==> src/rtl/frame_reloc_filter.sv <==
module frame_reloc_filter #(
  parameter int DATA_W   = 32,
  parameter int ROW_W    = 5,
  parameter int ROW_LSB  = 17,
  parameter int COL_W    = 10,
  parameter int COL_LSB  = 7,
  parameter int LEN_W    = 32,
  parameter logic [DATA_W-1:0] CMD_ADDR = 32'h3000_2001,
  parameter logic [DATA_W-1:0] CMD_DATA = 32'h3000_4000
) (
  input  logic              clk,
  input  logic              rst_n,
  input  logic [ROW_W-1:0]  new_row,
  input  logic [COL_W-1:0]  new_col,
  input  logic              in_valid,
  input  logic [DATA_W-1:0] in_data,
  output logic              in_ready,
  output logic              out_valid,
  output logic [DATA_W-1:0] out_data,
  input  logic              out_ready
);

  localparam int ROW_MSB = ROW_LSB + ROW_W - 1;
  localparam int COL_MSB = COL_LSB + COL_W - 1;

  typedef enum logic [1:0] {S_SCAN, S_ADDR, S_LEN, S_PAY} mode_t;

  mode_t             mode;
  logic [LEN_W-1:0]  left;
  logic [DATA_W-1:0] fixed;
  logic              take;

  assign in_ready = out_ready;
  assign take     = in_valid && out_ready;

  always_comb begin
    fixed = in_data;
    if (mode == S_ADDR) begin
      fixed[ROW_MSB:ROW_LSB] = new_row;
      fixed[COL_MSB:COL_LSB] = new_col;
    end
  end

  always_ff @(posedge clk) begin
    if (!rst_n) begin
      mode <= S_SCAN;
      left <= '0;
    end else if (take) begin
      case (mode)
        S_SCAN:
          if (in_data == CMD_ADDR)      mode <= S_ADDR;
          else if (in_data == CMD_DATA) mode <= S_LEN;
        S_ADDR: mode <= S_SCAN;
        S_LEN: begin
          left <= in_data[LEN_W-1:0];
          mode <= (in_data[LEN_W-1:0] == '0) ? S_SCAN : S_PAY;
        end
        default: begin
          left <= left - 1'b1;
          if (left == LEN_W'(1)) mode <= S_SCAN;
        end
      endcase
    end
  end

  always_ff @(posedge clk) begin
    if (!rst_n) begin
      out_valid <= 1'b0;
      out_data  <= '0;
    end else if (out_ready) begin
      out_valid <= in_valid;
      if (in_valid) out_data <= fixed;
    end
  end

  a_r2_one_cycle: assert property (@(posedge clk) disable iff (!rst_n)
    out_ready |=> out_valid == $past(in_valid));

  a_r8_hold_stalled: assert property (@(posedge clk) disable iff (!rst_n)
    (out_valid && !out_ready) |=> (out_valid && $stable(out_data)));

  a_r3_row_col_swap: assert property (@(posedge clk) disable iff (!rst_n)
    (take && mode == S_ADDR) |=>
      (out_data[ROW_MSB:ROW_LSB] == $past(new_row) &&
       out_data[COL_MSB:COL_LSB] == $past(new_col) &&
       out_data[DATA_W-1:ROW_MSB+1] == $past(in_data[DATA_W-1:ROW_MSB+1]) &&
       out_data[COL_LSB-1:0] == $past(in_data[COL_LSB-1:0])));

  a_r5_payload_untouched: assert property (@(posedge clk) disable iff (!rst_n)
    (take && mode == S_PAY) |=> out_data == $past(in_data));

  a_r6_count_ends: assert property (@(posedge clk) disable iff (!rst_n)
    (take && mode == S_PAY && left == LEN_W'(1)) |=> mode == S_SCAN);

  a_r7_count_nonzero: assert property (@(posedge clk) disable iff (!rst_n)
    mode == S_PAY |-> left != '0);

  a_r9_idle_keeps_mode: assert property (@(posedge clk) disable iff (!rst_n)
    !take |=> $stable(mode) && $stable(left));

endmodule

==> config.mk <==
export PLATFORM = sky130hd
export DESIGN_NAME = frame_reloc_filter
export DESIGN_NICKNAME = d
export VERILOG_FILES = /design/src/rtl/frame_reloc_filter.sv
export SDC_FILE = /design/constraint.sdc
export NUM_CORES = 1
export LEC_CHECK = 0
export ABC_CLOCK_PERIOD_IN_PS = 1930
export BUFFER_PORTS_ARGS = -buffer_cell sky130_fd_sc_hd__buf_2
export CAP_MARGIN = 10
export CORE_MARGIN = 3
export CORE_UTILIZATION = 40
export CTS_CLUSTER_SIZE = 20
export DETAILED_ROUTE_END_ITERATION = 10
export PLACE_DENSITY_LB_ADDON = 0.25
export SLEW_MARGIN = 20
export SYNTH_ARGS = -nofsm -noshare
export SYNTH_HDL_FRONTEND = slang
export SYNTH_SLANG_ARGS = --single-unit
==> constraint.sdc <==
create_clock -name clk -period 1.93 [get_ports clk]
set_input_delay 0.193 -clock clk [delete_from_list [all_inputs] [get_ports clk]]
set_output_delay 0.193 -clock clk [all_outputs]
set_load 0.02 [all_outputs]
==> run metrics <==
status finished, violations left; failing checks setup timing; antenna-violating nets left 0; multi-input logic area about 2300 sq um; main flop type after synthesis dfxtp_1; clk sink count 67; register area share after synthesis 36.28%; maximum operating frequency 508.8 MHz; pin count of the biggest net entering global routing 37; syn avg cell area between 8 and 9 sq um; Reg area 1344 sq um; Setup Viol. Count Final 3; Worst Path Required 2.16 ns; Die Wd just over 100 microns; CTS Hold Buffers Added 0; Pwr per Cell Area 582.5 nW/um^2; total gr overflow 0; worst slew pin tran ~0.47 ns; Net Count, Synth 511; period utilization 101.8%; Critical Path Sink Type flop; DR DRC count 0; vias in the first global route 3742; I/O pin count 85; Synth area leader dfxtp_1; Worst slew margin 68.09%; die area 10430 sq um; RSZ-0062 raised after global routing yes; synth cell count leaders 73 x nand2_1, 67 x dfxtp_1, 29 x a21oi_1; DR vias 3973; share of the synthesized area in the top cell type 36.28%; WHS 0.1239 ns; Final Hold Viols 0; setup TNS -0.07608 ns; clk slew on worst S/H paths 0.08 ns; Final Critical Period ~2.0 ns; Layout area overhead 29.24%; worst vdd ir 0.4225 mV; Hold Path Class primary input to flop; total track usage 22.96%; drt pass-1 iters 5; fraction of layout cells with a size suffix above 1 31.25%; most frequent cell after synthesis nand2_1; clk_skew 0.009984 ns; initial detailed-routing violation count about 230; nets 625; critical path's top delay family simple AND/OR/NAND/NOR gates; Syn Inst Count 458; Post-Syn Area ~3700 sq um; asr flop ratio synth 0%; post-route setup slack -0.03538 ns; number of port buffers 84; htree depth 3; first-pass GRT wire length 19.00 mm; CTS tree yes; Worst path slowest cell or4_4; # diodes 0; clock tree buffer depth 2; Cell Rows 34; initial antenna violation count 0; maxcap violations 0; worst path arrival time 2.20 ns; Tot Pwr 2.783 mW; post-DR vias/cell 5.808; Routed WL 11.66 mm; Filler cells 838; worst skew pair latency 0.34 ns; slowest cell delay on critical path 0.53 ns; Root Buffer clkbuf_8; dominant cells by area after synthesis dfxtp_1 36%, nand2_1 7.4%, mux2i_1 6.2%; DR WL/cell around 17 microns; Slew Limit Fails 0; Post-Route Utilization 54.00%; RePlAce Congestion ~0.9; maximum fanout along the worst path 5; CP Launch Type flop; Synth Register Bits 67; P_leak 2.184 nW; Die Y-Extent 102.1 microns; EDFF count, synth 0; Buf/Inv on CP 0; Starting Density between 40% and 50%; critical setup path kind flop to flop; CTS Buf Count 9; Core ar. 8848 sq um; placed wire-length estimate 8.587 mm; distinct cell type count after synthesis approximately 60; Ys Warns 0; pre-CTS setup slack -0.007018 ns; crit-path cells or4_4 -> or3_4 -> nor4_4 -> mux2i_1 -> a21oi_1
==> through the flow <==
| stage | instance area, sq um | instances |
|---|---|---|
| floorplan | 3706 | 458 |
| global placement | 4513 | 668 |
| detailed placement | 4513 | 668 |
| CTS | 4682 | 683 |
| global route | 4778 | 684 |
| finish | 4778 | 684 |
==> flip-flops by register name (all words and copies together) (netlist names) <==
register	flops
out_valid	1
out_data	32
left	32
mode	2
==> cell type report <==
cell class / instances / share of cell area, %
multi-input combinational: 351 / 48.10
sequential: 67 / 28.12
timing repair buffer: 137 / 17.12
clock buffer: 12 / 3.037
tap: 108 / 2.828
inverter: 6 / 0.4713
clock inverter: 3 / 0.3142
==> worst paths after layout <==
check	from	end	slack, ns	cells past startpoint
max	left[14]	left[30]	-0.04	5
min	in_data[3]	out_data[3]	0.12	3
max reg2reg	left[14]	left[30]	-0.04	5
min reg2reg	out_data[22]	out_data[22]	0.47	2
==> timing repair <==
item / 4_1_cts / 5_1_grt
endpoints found under the setup margin: 1 / 13
endpoints found under the hold margin: 0 / 0
gates resized for setup: 1 / 19
pin swaps: 0 / 5
setup buffers: 0 / 1
==> worst min-delay path, delay by kind of cell <==
kind	cells	cell delay, ns
compound gates	1	0.06
simple gates	1	0.05
buf+inv	1	0.12
==> layout by cell type, fill, tap and decap left out, types with 10 or more instances in the layout <==
master and n:
clkbuf_8 10, buf_4 53, nand2_1 72, o211a_1 14, dfxtp_1 65, a21boi_0 19
a21oi_1 29, nor2_1 26, buf_2 84, nor4_1 13, nor3_1 17, mux2i_1 23
o21ai_0 17, or3_1 13
==> cells by family (layout without fill, tap and decap cells) <==
group / after synthesis / in the layout / share of synthesized area, %
and+or+nand+nor: 193 / 193 / 27.01
DFF: 67 / 67 / 36.28
adders and majority gates: 2 / 2 / 0.6767
AOI/OAI and AO/OA: 132 / 132 / 25.08
buffers and inverters: 40 / 158 / 4.433
muxes: 24 / 24 / 6.531
==> power by group <==
part           switching, mW  internal (mW)
logic                  0.191          0.122
registers             0.0183           1.42
clock network          0.543          0.490
==> routing by layer <==
metal	wire, microns	global-route usage (%)	vias up
li1	-	-	1926
met1	5201	31.19	1856
met2	5425	36.08	166
met3	736	4.096	25
met4	297	9.384	0
met5	0	0	-
Power figures use the tool's default switching activity.
